`src/rtl/tx_sched_pkg.sv`:
```
package tx_sched_pkg;
  typedef enum logic {
    TXS_IDLE   = 1'b0,
    TXS_ACTIVE = 1'b1
  } tx_state_e;
endpackage

```
`src/rtl/tx_sched_rst.sv`:
```
module tx_sched_rst #(
  parameter int STAGES = 2
) (
  input  logic clk,
  input  logic rst_n,
  output logic rst_n_sync
);
  logic [STAGES-1:0] sync_q;

  always_ff @(posedge clk or negedge rst_n) begin
    if (!rst_n) sync_q <= '0;
    else        sync_q <= {sync_q[STAGES-2:0], 1'b1};
  end

  assign rst_n_sync = sync_q[STAGES-1];
endmodule

```
`src/rtl/tx_sched_pick.sv`:
```
module tx_sched_pick #(
  parameter int NBUF   = 3,
  parameter int PRIO_W = 8,
  localparam int IDX_W = (NBUF > 1) ? $clog2(NBUF) : 1
) (
  input  logic [NBUF-1:0]        cand,
  input  logic [NBUF*PRIO_W-1:0] prio_flat,
  output logic                   found,
  output logic [IDX_W-1:0]       pick
);
  logic [PRIO_W-1:0] best;

  // Strict less-than keeps the lower index on equal ranks.
  always_comb begin
    found = 1'b0;
    pick  = '0;
    best  = '1;
    for (int i = 0; i < NBUF; i++) begin
      if (cand[i] && (!found || (prio_flat[i*PRIO_W +: PRIO_W] < best))) begin
        found = 1'b1;
        pick  = IDX_W'(i);
        best  = prio_flat[i*PRIO_W +: PRIO_W];
      end
    end
  end
endmodule

```
`src/rtl/tx_sched_slot.sv`:
```
module tx_sched_slot #(
  parameter int PRIO_W = 8
) (
  input  logic              clk,
  input  logic              rst_n,
  input  logic              ready_set,
  input  logic              abort_we,
  input  logic              abort_bit,
  input  logic              prio_we,
  input  logic [PRIO_W-1:0] prio_val,
  input  logic              in_flight,
  input  logic              done_hit,
  output logic              empty,
  output logic              ack,
  output logic              cancel,
  output logic [PRIO_W-1:0] prio,
  output logic              cand
);
  logic              empty_n, ack_n, cancel_n, grant;
  logic [PRIO_W-1:0] prio_n;

  assign grant = cancel & ~empty & ~in_flight;
  assign cand  = ~empty & ~cancel;

  always_comb begin
    empty_n  = empty;
    ack_n    = ack;
    cancel_n = cancel;
    prio_n   = prio;
    if (prio_we) prio_n = prio_val;
    if (abort_we) cancel_n = abort_bit & ~empty;
    if (ready_set && empty) begin
      empty_n = 1'b0;
      ack_n   = 1'b0;
    end
    if (done_hit) begin
      empty_n  = 1'b1;
      ack_n    = 1'b0;
      cancel_n = 1'b0;
    end else if (grant) begin
      empty_n  = 1'b1;
      ack_n    = 1'b1;
      cancel_n = 1'b0;
    end
  end

  always_ff @(posedge clk or negedge rst_n) begin
    if (!rst_n) begin
      empty  <= 1'b1;
      ack    <= 1'b0;
      cancel <= 1'b0;
      prio   <= '0;
    end else begin
      empty  <= empty_n;
      ack    <= ack_n;
      cancel <= cancel_n;
      prio   <= prio_n;
    end
  end
endmodule

```
`src/rtl/tx_sched.sv`:
```
module tx_sched
  import tx_sched_pkg::*;
#(
  parameter int NBUF   = 3,
  parameter int PRIO_W = 8,
  localparam int IDX_W = (NBUF > 1) ? $clog2(NBUF) : 1
) (
  input  logic              clk,
  input  logic              rst_n,
  input  logic              ready_we,
  input  logic [NBUF-1:0]   ready_mask,
  input  logic              prio_we,
  input  logic [IDX_W-1:0]  prio_idx,
  input  logic [PRIO_W-1:0] prio_val,
  input  logic              abort_we,
  input  logic [NBUF-1:0]   abort_val,
  input  logic              irq_mask_we,
  input  logic [NBUF-1:0]   irq_mask_val,
  input  logic              arb_req_i,
  input  logic              tx_done_i,
  input  logic              tx_err_i,
  output logic              tx_start_o,
  output logic [IDX_W-1:0]  tx_buf_o,
  output logic              busy_o,
  output logic [NBUF-1:0]   empty_o,
  output logic [NBUF-1:0]   abort_ack_o,
  output logic [NBUF-1:0]   abort_req_o,
  output logic              irq_o
);
  logic                   rst_s;
  tx_state_e              state_q, state_n;
  logic [IDX_W-1:0]       cur_q, cur_n;
  logic                   start_q, start_n;
  logic [NBUF-1:0]        mask_q, mask_n;
  logic [NBUF-1:0]        cand;
  logic [NBUF*PRIO_W-1:0] prio_flat;
  logic                   found, launch, active;
  logic [IDX_W-1:0]       pick;

  tx_sched_rst #(.STAGES(2)) u_rst (.clk(clk), .rst_n(rst_n), .rst_n_sync(rst_s));

  assign active = (state_q == TXS_ACTIVE);

  for (genvar g = 0; g < NBUF; g++) begin : g_slot
    tx_sched_slot #(.PRIO_W(PRIO_W)) u_slot (
      .clk       (clk),
      .rst_n     (rst_s),
      .ready_set (ready_we & ready_mask[g]),
      .abort_we  (abort_we),
      .abort_bit (abort_val[g]),
      .prio_we   (prio_we && (prio_idx == IDX_W'(g))),
      .prio_val  (prio_val),
      .in_flight (active && (cur_q == IDX_W'(g))),
      .done_hit  (active && (cur_q == IDX_W'(g)) && tx_done_i),
      .empty     (empty_o[g]),
      .ack       (abort_ack_o[g]),
      .cancel    (abort_req_o[g]),
      .prio      (prio_flat[g*PRIO_W +: PRIO_W]),
      .cand      (cand[g])
    );
  end

  tx_sched_pick #(.NBUF(NBUF), .PRIO_W(PRIO_W)) u_pick (
    .cand(cand), .prio_flat(prio_flat), .found(found), .pick(pick)
  );

  assign launch = arb_req_i && !active && found;

  always_comb begin
    state_n = state_q;
    cur_n   = cur_q;
    start_n = launch;
    mask_n  = irq_mask_we ? irq_mask_val : mask_q;
    if (launch) begin
      state_n = TXS_ACTIVE;
      cur_n   = pick;
    end else if (active && (tx_done_i || tx_err_i)) begin
      state_n = TXS_IDLE;
    end
  end

  always_ff @(posedge clk or negedge rst_s) begin
    if (!rst_s) begin
      state_q <= TXS_IDLE;
      cur_q   <= '0;
      start_q <= 1'b0;
      mask_q  <= '0;
    end else begin
      state_q <= state_n;
      cur_q   <= cur_n;
      start_q <= start_n;
      mask_q  <= mask_n;
    end
  end

  assign tx_start_o = start_q;
  assign tx_buf_o   = cur_q;
  assign busy_o     = active;
  assign irq_o      = |(empty_o & mask_q);
endmodule

```
`config.mk`:
```
export PLATFORM = sky130hd
export DESIGN_NAME = tx_sched
export DESIGN_NICKNAME = d
export VERILOG_FILES = /design/src/rtl/tx_sched_pkg.sv /design/src/rtl/tx_sched_rst.sv /design/src/rtl/tx_sched_pick.sv /design/src/rtl/tx_sched_slot.sv /design/src/rtl/tx_sched.sv
export SDC_FILE = /design/constraint.sdc
export NUM_CORES = 1
export LEC_CHECK = 0
export BUFFER_PORTS_ARGS = -buffer_cell sky130_fd_sc_hd__buf_2
export CORE_MARGIN = 1.5
export CORE_UTILIZATION = 40
export CTS_CLUSTER_SIZE = 30
export DETAILED_ROUTE_END_ITERATION = 16
export PLACE_DENSITY = 0.61
export SLEW_MARGIN = 0
export SYNTH_ARGS = -nofsm -noshare
export SYNTH_HDL_FRONTEND = slang
export SYNTH_SLANG_ARGS = --single-unit
```
`constraint.sdc`:
```
create_clock -name clk -period 1.5 [get_ports clk]
set_input_delay 0.075 -clock clk [delete_from_list [all_inputs] [get_ports clk]]
set_output_delay 0.075 -clock clk [all_outputs]
set_load 0.05 [all_outputs]
```
=== Yosys cells after proc, flatten, opt, wreduce, memory -nomap -nowiden ===
Index checks and enable logic that the tools add are counted.

* Register bits: 42
* Input port bits: 28
* Logic and storage cells: 111

* Magnitude comparators: 2
* Equality and inequality tests: 4
* Multiplexer cells: 30
* Bitwise logic cells: 25
* Reduce and logical (&&, ||, !) cells: 33

{| class="wikitable"
|+ Operators with widths
! operator !! count
|-
| 2-to-1 mux 1 bit || 27
|-
| nonzero test 3 bit || 6
|-
| logical AND 1 bit || 17
|-
| less-than comparator 8 bit || 2
|-
| 2-to-1 mux 8 bit || 2
|-
| bitwise AND 1 bit || 15
|-
| NOT 1 bit || 9
|-
| equality test 2 x 1 -> 1 bit, second input constant || 2
|-
| equality test 2 bit, second input constant || 2
|-
| zero test 2 bit || 2
|-
| bitwise AND 3 bit || 1
|-
| zero test 1 bit || 3
|-
| logical OR 1 bit || 3
|-
| OR reduction 3 bit || 1
|-
| 2-to-1 mux 2 bit || 1
|-
| nonzero test 2 bit || 1
|}

=== Longest topological paths before layout ===
Gate-level depths: netlist of the first run.

* Depth after elaboration: 13
* Mapped depth: 15

=== Hierarchy ===
Synthesis of the first run repeated with hierarchy kept, for this count alone.

* Cell total of the unflattened synthesis: 196
* Area total of the unflattened synthesis: 2359.8 µm²

{| class="wikitable"
|+ By module, submodules not included
! module !! instances !! cells an instance !! area an instance (µm²) !! sequential area each (µm²)
|-
| tx_sched_slot || 3 || 29 || 451.7 || 276.5
|-
| tx_sched_pick || 1 || 74 || 569.3 || 0.0
|-
| tx_sched || 1 || 32 || 381.6 || 175.2
|-
| tx_sched_rst || 1 || 3 || 53.8 || 50.0
|}

=== Worst setup path after synthesis of the first run ===
Ideal clock, no wire load.

* Kind: reg2reg
* From: reg g_slot[0].u_slot.empty
* To: reg cur_q[1], in the netlist tx_buf_o[1]
* Data arrival time: 3.172 ns
* Setup slack: -1.766 ns
* Cell stages (with the launch flop): 16
* Path buffers: 1
* Period minus slack after synthesis: 3.266 ns
* Cell sequence: dfstp_2 or2_2 clkbuf_1 nor2_1 ha_1 a211oi_1 nand2_1 o211ai_1 nand2_1 mux2_2 ha_1 a211oi_1 o21ai_0 o21bai_1 nand2_1 a221oi_2

* Longest elaborated chain between the ends: 12
* Elaborated cells between the ends (all ways): 17

{| class="wikitable"
|+ RTL lines
! what !! line !! source
|-
| from (decl) || tx_sched_slot.sv:13 || <nowiki>output logic empty,</nowiki>
|-
| from (signal assigned) || tx_sched_slot.sv:54 || <nowiki>empty <= empty_n;</nowiki>
|-
| NOT 1 bit * || tx_sched_slot.sv:23 || <nowiki>assign cand = ~empty & ~cancel;</nowiki>
|-
| bitwise AND 1 bit * || tx_sched_slot.sv:23 ||
|-
| 2-to-1 mux 8 bit or 2-to-1 mux 1 bit (tied branches) || tx_sched_pick.sv:19 || <nowiki>if (cand[i] && (!found || (prio_flat[i*PRIO_W +: PRIO_W] < best))) begin</nowiki>
|-
| less-than comparator 8 bit or zero test 1 bit (tied branches) || tx_sched_pick.sv:19 ||
|-
| logical OR 1 bit || tx_sched_pick.sv:19 ||
|-
| logical AND 1 bit || tx_sched_pick.sv:19 ||
|-
| 2-to-1 mux 8 bit or 2-to-1 mux 1 bit (tied branches) || tx_sched_pick.sv:19 ||
|-
| less-than comparator 8 bit or zero test 1 bit (tied branches) || tx_sched_pick.sv:19 ||
|-
| logical OR 1 bit || tx_sched_pick.sv:19 ||
|-
| logical AND 1 bit || tx_sched_pick.sv:19 ||
|-
| 2-to-1 mux 1 bit || tx_sched_pick.sv:19 ||
|-
| logical AND 1 bit || tx_sched.sv:67 || <nowiki>assign launch = arb_req_i && !active && found;</nowiki>
|-
| to (signal assigned) || tx_sched.sv:90 || <nowiki>cur_q <= cur_n;</nowiki>
|-
| to (decl) || tx_sched.sv:32 || <nowiki>logic [IDX_W-1:0] cur_q, cur_n;</nowiki>
|}

Mark *: on every way between the ends. The rest lies on a longest branch, timed or not.
A chain may end at the register's enable or synchronous reset.

=== Worst setup path after layout of the first run ===
Ends and elaborated chain as after synthesis.

==> impl.org, run 1 <==
** Outcome
- Status :: complete, but fails checks
- The final reports fail on setup timing.

** Synth
- Share of synthesized area spent on multiplexers :: 17.5%
- A synthesized cell averages 10.9 um2.
- In this run the biggest area consumer among cell types represents 42.3% of the synthesized area.
- Synth Net Count :: 254
- Library cell with the highest instance count after synthesis :: sky130_fd_sc_hd__dfrtp_1
- Adder and majority cell fraction of the synthesized area :: 7.60%
- Of the total synthesized cell area, the portion taken by XOR and XNOR cells is 0%.
- In the synthesized netlist, the cells that appear most often are sky130_fd_sc_hd__dfrtp_1 (39), sky130_fd_sc_hd__mux2_2 (34), sky130_fd_sc_hd__nand2_1 (23).
- Synthesized-area fraction occupied by and/or/nand/nor cells :: 13.3%
- For this run, the number of Yosys warnings is 0.
- The most used flip-flop cell after synthesis is sky130_fd_sc_hd__dfrtp_1.
- Dominant combinational cell family by area after synthesis :: multiplexers
- EDFF count, synth :: 0
- Number of instances in the synthesized netlist :: 212
- After synthesis the netlist holds a flip-flop and latch count of 42.
- Proportion of register bits with asynchronous set or reset after synthesis :: 100%
- Area fraction in compound gates after synthesis :: 10.6%
- The share of the Yosys chip area taken by registers is 45.7%.
- Leading post-synthesis cells by cell area :: sky130_fd_sc_hd__dfrtp_1 (42%), sky130_fd_sc_hd__mux2_2 (17%), sky130_fd_sc_hd__ha_1 (7.6%), sky130_fd_sc_hd__nand2_1 (3.7%), sky130_fd_sc_hd__dfstp_2 (3.4%)
- Of all cell types, the one taking the most synthesized area is sky130_fd_sc_hd__dfrtp_1.
- The mapped netlist covers 2310 um2.
- Count of cell types in the netlist :: 39

** Floorplanning
- Area inside the core boundary :: 5540 um2
- Area enclosed by the die boundary :: 6230 um2
- For this design the top-level I/O count stands at 42.
- Once the floorplan was initialized, standard cells occupied 41.6% of the core.
- Measured along the x axis, the die boundary spans 78.9 um.
- In this run the vertical extent of the chip is 78.9 um.
- Number of standard-cell rows in the floorplan :: 27

** Clocking
- Number of buffers created by CTS :: 5
- Skew-Pair Late Insertion Delay :: 0.29 ns
- The root buffer cell chosen for the clock tree is sky130_fd_sc_hd__clkbuf_8.
- Worst-path clk slew :: 0.08 ns
- Maximum count of clock buffers along a single path :: 2
- The H-tree was split into 2 levels.
- TritonCTS built the clock tree.
- Counting every sink on the clock net gives 42.

** GRT
- The first global-routing pass estimated 8100 um of wire.
- Number of antenna violations at the first check in global routing :: 0
- Overall fraction of global-route tracks in use :: 16.9%
- Maximum number of pins on one net before global-route repair :: 41
- Total global routing overflow :: 0
- Via count of the first global-routing pass :: 1,716

** Timing
- Minimum setup slack in the final design :: -1.75 ns
- Sum Neg Setup Slack :: -3.43 ns
- Unrepaired setup endpoints after global routing :: yes
- The routed design could run at a clock period as short as 3.25 ns.
- Clock skew :: 0.00683 ns
- Relative slew slack :: 65.2%
- The number of hold-slack violations in the final timing report was 0.
- Slew at the pin with the worst max-slew slack :: 0.520 ns
- Max Clk Rate :: 308 MHz
- The max-slew violation count was 0.
- Of the available clock period, the critical path in the final layout requires 216%.
- Setup violations remaining at the end of the flow were counted as 2.

** Detailed routing
- The detailed router finished its first iteration with 48 violations.
- Across all layers, the routed design uses 1,774 vias.
- The count of nets left with antenna violations once routing finished came out at 0.
- Before antenna repair, the detailed router went through 4 iterations.
- Wires add up to 4790 um.
- For this run, design rule violations remaining after detail routing come to 0.
- In the final routed layout, each cell accounts on average for 13.7 um.
- In the routed layout, each cell is associated on average with a via count of 5.07.

** Worst setup path
- Of all nets on the critical path, the largest fanout is 8.
- Data arrival, critical path :: 3.41 ns
- Critical path's most frequent cell :: sky130_fd_sc_hd__ha_4
- Cell class contributing the biggest share of worst-path delay :: simple AND/OR/NAND/NOR gates
- The largest single stage delay on the critical path is 0.53 ns.
- Number of buffer and inverter instances along the worst setup path :: 0
- STA puts the critical path data required time at 1.66 ns.
- The setup path with the least slack is of type reg -> reg.
- The worst register-to-register path has a setup slack of -1.75 ns.
- The worst setup path is captured at a flop.
- Cell chain of the critical path :: or2_4, nor2_4, ha_4, a211oi_2, nand2_1, o211ai_1, nand2_2, mux2_4, ha_4, nand4_1, nor4_1, a221oi_2
- For this design, the slowest cell found on the critical path is sky130_fd_sc_hd__dfstp_2.
- Startpoint kind of the worst setup timing path :: flop

** Place
- Last weighted congestion value of the routability-driven placer :: 0.833
- Detailed placement ended at an HPWL of 3710 um.
- Number of I/O port buffers :: 41
- Standard cell area after detailed placement :: 2800 um2

** Cells and area
- The number of antenna diodes in the final layout is 0.
- The filler cells instantiated in the layout total 504.
- At the end of the flow, the number of nets in the layout was 319.
- Cells with a size suffix above 1 make up 50.7% of the layout.
- Area growth syn-to-layout :: 32.2%
- After routing the design area is 3050 um2.

** Power
- VDD IR-drop max :: 1040 uV
- Sum of internal, switching and leakage power :: 5.56 mW
- PD cells :: 1820 nW/um2
- For this design the static power due to leakage is 1.43 nW.

** Worst hold path
- Hold WC Path Type :: in -> reg

** Flow run
- The tool flagged a number of max-cap violations equal to 0.
==> registers in the layout (all words and copies together), names as in the netlist <==
signal                flops
mask_q                    3
g_slot.u_slot.empty       3
busy_o                    1
tx_buf_o                  2
g_slot.u_slot.cancel      3
tx_start_o                1
g_slot.u_slot.ack         3
u_rst.sync_q              2
g_slot.u_slot.prio       24
==> placed cells by master (no fill, tap or decap), types with 2 or more instances in the layout <==
cell,n
sky130_fd_sc_hd__a211oi_2,2
sky130_fd_sc_hd__a21o_1,3
sky130_fd_sc_hd__a21oi_2,2
sky130_fd_sc_hd__a22oi_1,3
sky130_fd_sc_hd__buf_2,40
sky130_fd_sc_hd__buf_4,25
sky130_fd_sc_hd__buf_6,2
sky130_fd_sc_hd__clkbuf_8,6
sky130_fd_sc_hd__dfrtp_1,39
sky130_fd_sc_hd__dfstp_2,3
sky130_fd_sc_hd__ha_1,5
sky130_fd_sc_hd__ha_4,8
sky130_fd_sc_hd__inv_1,11
sky130_fd_sc_hd__mux2_2,29
sky130_fd_sc_hd__mux2_4,5
sky130_fd_sc_hd__mux2i_1,2
sky130_fd_sc_hd__nand2_1,22
sky130_fd_sc_hd__nand3_1,3
sky130_fd_sc_hd__nand3b_1,4
sky130_fd_sc_hd__nand4b_1,2
sky130_fd_sc_hd__nor2_1,9
sky130_fd_sc_hd__nor2_2,4
sky130_fd_sc_hd__nor2_4,2
sky130_fd_sc_hd__nor3_1,2
sky130_fd_sc_hd__nor3b_1,2
sky130_fd_sc_hd__o211ai_1,3
sky130_fd_sc_hd__o21ai_0,10
sky130_fd_sc_hd__o21ai_1,2
sky130_fd_sc_hd__o221ai_1,3
==> metrics by stage <==
step | hold slack, ns | setup WS, ns | util (%) | cells
after floorplan | -0.221 | -1.55 | - | 212
after global placement | -0.139 | -1.67 | 50.5 | 339
after detailed placement | -0.137 | -1.68 | 50.5 | 339
after CTS | 0.00892 | -1.64 | 53.4 | 349
after global routing | 0.00758 | -1.92 | 55.0 | 350
final | 0.0135 | -1.75 | 55.0 | 350
==> repair_timing <==
item                                   4_1_cts  5_1_grt
resized for setup                           11       13
endpoints found under the hold margin        2        0
hold buffers                                 1        0
setup buffers                                1        1
pin swaps                                   11        8
setup endpoints to repair                    4        5
==> area by class of cell <==
cell class	instances	area, um2	share of cell area (%)
flip-flops and latches	42	1050	34.6
clock inverters	2	12.5	0.411
inverters	11	41.3	1.35
well taps	72	90.1	2.96
repair buffers	69	440	14.4
clock buffers	6	82.6	2.71
multi-input cells	148	1330	43.5
==> power breakdown <==
part	switching (mW)	total [mW]	internal (mW)	leakage, nW
Clock	0.376	0.745	0.370	0.0472
Combinational	1.75	3.15	1.39	0.878
Sequential	0.223	1.67	1.44	0.502
==> final timing paths <==
path / from / to / cells after the start
max: g_slot[0].u_slot.empty / tx_buf_o[1] / 12
min in group asynchronous: rst_n / u_rst.sync_q[1] / 2
min reg2reg: u_rst.sync_q[1] / mask_q[0] / 1
max in group asynchronous: u_rst.sync_q[1] / g_slot[2].u_slot.empty / 1
min: irq_mask_val[0] / mask_q[0] / 2
max reg2reg: g_slot[0].u_slot.empty / tx_buf_o[1] / 12
==> cell families after synthesis <==
| group | count (synthesis) |
|---|---|
| AO/OA/AOI/OAI | 35 |
| adder cells (fa/ha/maj) | 14 |
| buffers and inverters | 22 |
| flip-flops | 42 |
| multiplexers | 36 |
| other | 1 |
| AND/OR/NAND/NOR | 62 |
==> metal layers <==
layer	up-vias	track usage [%]	routed length (um)
li1	885	-	-
met1	862	24.0	2220
met2	20	26.5	2350
met3	7	3.45	177
met4	0	4.21	46
met5	-	0	0
(Power assumes the default switching activity.)
==> run 2: changes to the inputs <==
--- a/config.mk
+++ b/config.mk
@@ -7,10 +7,10 @@
 export LEC_CHECK = 0
 export BUFFER_PORTS_ARGS = -buffer_cell sky130_fd_sc_hd__buf_2
 export CORE_MARGIN = 1.5
-export CORE_UTILIZATION = 40
+export CORE_UTILIZATION = 30
 export CTS_CLUSTER_SIZE = 30
 export DETAILED_ROUTE_END_ITERATION = 16
-export PLACE_DENSITY = 0.61
+export PLACE_DENSITY = 0.48
 export SLEW_MARGIN = 0
 export SYNTH_ARGS = -nofsm -noshare
 export SYNTH_HDL_FRONTEND = slang
==> run 2 against run 1 <==
Compared with the run above: the run still ends with setup timing left; flip-flop and latch count did not move; non-clock buffer count rose by 14; clock power grew 50%; critical path type unchanged; critical endpoint unchanged; largest cell class unchanged.
==> impl.org, run 2 (synthesis results as in run 1) <==
** Detailed routing
- Overall via count from detail_route :: 1,814 (+2.3%)
- Number of nets with antenna violations after routing :: 0 (unchanged)
- The number of remaining DRC errors came to 0 (unchanged).
- Initial DRT Pass Iterations :: 4 (unchanged)
- The routed wire length was 5300 um (+11%).
- The via density per instance came to 4.64 (-8.5%).
- Wire length per cell :: 13.6 um (-0.98%)
- The initial detailed-routing violation count is 106 (+120%).

** Power
- The leakage dissipation was 1.52 nW (+6.3%).
- The power per cell area was 1870 nW/um2 (+2.7%).
- The worst IR drop on VDD came to 491 uV (-53%).

** Outcome
- Status :: complete, but fails checks
- The checks that failed: setup timing.

** Worst setup path
- Startpoint kind of the worst setup timing path :: flop
- Crit path capture type :: flop
- Critical path peak fanout :: 8 (unchanged)
- The endpoint arrival time on the critical path is 3.45 ns (+0.04 ns).
- Startpoint-to-endpoint class of the critical path :: reg -> reg
- Walking the worst path, the cells encountered are or2_4, nor2_2, ha_2, o211ai_1, nor2_1, o211ai_1, buf_4, buf_4, buf_4, buf_4, buf_4, buf_4, buf_4, buf_4, buf_4, buf_4, and2_1, a221oi_2.
- Critical path's most frequent cell :: sky130_fd_sc_hd__buf_4
- The slowest stage of the critical path is the sky130_fd_sc_hd__dfstp_2 cell.
- The data required time of the critical path came to 1.71 ns (+0.05 ns).
- CP peak stage delay :: 0.53 ns (about the same)

** Floorplanning
- The count of standard-cell rows came to 31 (+15%).
- Initial Util :: 31.5% (-10 points)
- Area inside the core boundary :: 7330 um2 (+32%)
- The die outline area came to 8220 um2 (+32%).
- Boundary Pins :: 42 (unchanged)
- Die span in x :: 90.7 um (+15%)
- Floorplan die height :: 90.7 um (+15%)

** Timing
- The minimum setup slack in the final design came to -1.74 ns (+0.00821 ns).
- Endpoints failing hold :: 0 (unchanged)
- Sum Neg Setup Slack :: -3.40 ns (+0.0320 ns)
- Clock skew :: 0.00651 ns (-0.000318 ns)
- The number of endpoints failing setup at the final stage was 2 (unchanged).
- Unrepaired setup endpoints after global routing :: yes
- The maximum operating frequency came to 309 MHz (+0.25%).
- The share of the clock period used by the worst path is 216% (-0.55 points).
- The final critical delay including setup and external delays was 3.24 ns (-0.00821 ns).
- Number of slew-limit violations in the final report :: 0 (unchanged)

** Cells and area
- The count of inserted antenna diode cells is 0 (unchanged).
- The flip-flop count of the largest register after layout is 24 (unchanged).
- Final cell count without fillers :: 391 (+12%)
- Final design instance area without fill :: 3240 um2 (+6.4%)
- Most frequent cells in the layout :: sky130_fd_sc_hd__buf_2 (40), sky130_fd_sc_hd__dfrtp_1 (38), sky130_fd_sc_hd__buf_4 (38)
- The total number of nets in the final design came to 333 (+4.4%).
- Largest reg by FF count :: g_slot.u_slot.prio
- Compared with the post-synthesis result, the final layout area differs by 40.6%.
- Fraction of final layout cells with drive strength greater than 1 :: 53.4% (+2.7 points)
- The library cell used most frequently in the layout, excluding fill and tap cells, is sky130_fd_sc_hd__buf_2.

** Place
- The number of I/O port buffers was 41 (unchanged).
- Pre-CTS WS :: -1.71 ns (-0.0340 ns)
- Half-perimeter wire length of the detailed placement result :: 4050 um (+9.3%)
- The post-placement cell count came to 370 (+9.1%).
- The final weighted congestion in routability-driven placement was 0.786 (-5.6%).
- Standard cell area after detailed placement :: 2860 um2 (+2.3%)

** GRT
- The number of global-route vias before repair came to 1,873 (+9.1%).
- The met3 routing resource usage after global routing is 2.44% (-1.0 points).
- Wire length of the first global-routing pass :: 9030 um (+11%)
- met2 is the most crowded layer.
- The total global routing overflow was 0 (unchanged).
- The largest net degree at the start of global routing was 21 (-49%).
- Number of antenna violations at the first check in global routing :: 0 (unchanged)
- The overall fraction of global-route tracks in use was 13.8% (-3.1 points).
- The global routing met2 resource utilization is 21.6% (-4.9 points).
- The fraction of met1 tracks used by global routing was 18.4% (-5.7 points).

** Clocking
- Cell at the root of the clock tree :: sky130_fd_sc_hd__clkbuf_8
- The clock-pin slew on the worst setup and hold paths was 0.08 ns (about the same).
- Htree depth :: 2 (unchanged)
- The total CTS buffers was 5 (unchanged).
- TritonCTS built the clock tree.
- Maximum count of clock buffers along a single path :: 2 (unchanged)
- Skew-Pair Late Insertion Delay :: 0.29 ns (about the same)
- The total number of clock tree sinks came to 42 (unchanged).

** Flow run
- Number of maximum-capacitance violations :: 0 (unchanged)

** Worst hold path
- The min-delay analysis places its worst path in the category in -> reg.
## run 2: cell types whose count changed in the layout (fill, tap and decap cells not counted), sizes merged
cell      delta
buf         +14
bufinv       +2
clkinv       -1
clkinvlp     -1
## run 2: what timing repair did
action	in CTS	in global routing
gates resized for setup	13	12
pin swaps	12	14
buffers inserted	10	2
hold endpoints to repair	2	0
hold buffers	1	0
setup endpoints to repair	4	5
## run 2: per-layer routing
layer,routed length (um),vias up
met3,144,5
met4,76,0
met2,2500,28
met1,2580,866
li1,-,915
met5,0,-
## run 2: critical path: cells and delay by family, from the launching register on
| family | cells | cell delay (ns) |
|---|---|---|
| buffers and inverters | 10 | 1.24 |
| and+or+nand+nor | 4 | 0.59 |
| DFF | 1 | 0.53 |
| AOI/OAI and AO/OA | 3 | 0.48 |
| adders and majority gates | 1 | 0.32 |
## run 2: report_power, final
part           internal, mW  leakage, nW  switching (mW)
clock                 0.710       0.0714           0.405
combinational          1.49        0.945            1.79
sequential             1.44        0.501           0.234
total                  3.64         1.52            2.43
## run 2: path summary, 6_finish.rpt
kind | from | to | slack (ns) | cells after the start
min reg2reg | u_rst.sync_q[1] | mask_q[2] | 0.14 | 0
min in group asynchronous | rst_n | u_rst.sync_q[0] | 0.08 | 2
max reg2reg | g_slot[0].u_slot.empty | tx_buf_o[1] | -1.74 | 18
min | irq_mask_val[2] | mask_q[2] | 0.009 | 2
max | g_slot[0].u_slot.empty | tx_buf_o[1] | -1.74 | 18
max in group asynchronous | u_rst.sync_q[1] | g_slot[2].u_slot.empty | 0.89 | 1
## run 2: layout make-up
| cell class | instances | area, um2 |
|---|---|---|
| Clock buffer | 6 | 82.6 |
| Clock inverter | 2 | 60.1 |
| Fill cell | 709 | 4090 |
| Inverter | 11 | 41.3 |
| Multi-Input combinational cell | 148 | 1330 |
| Sequential cell | 42 | 1060 |
| Tap cell | 99 | 124 |
| Timing Repair Buffer | 83 | 549 |
## run 2: metrics by stage
| stage | util, % | hold WS [ns] | total power [mW] |
|---|---|---|---|
| floorplan | - | -0.221 | 3.83 |
| global placement | 39.1 | -0.138 | 4.57 |
| detailed placement | 39.1 | -0.137 | 4.58 |
| CTS | 43.3 | 0.00711 | 5.97 |
| global route | 44.2 | 0.00633 | 6.46 |
| finish | 44.2 | 0.00893 | 6.07 |
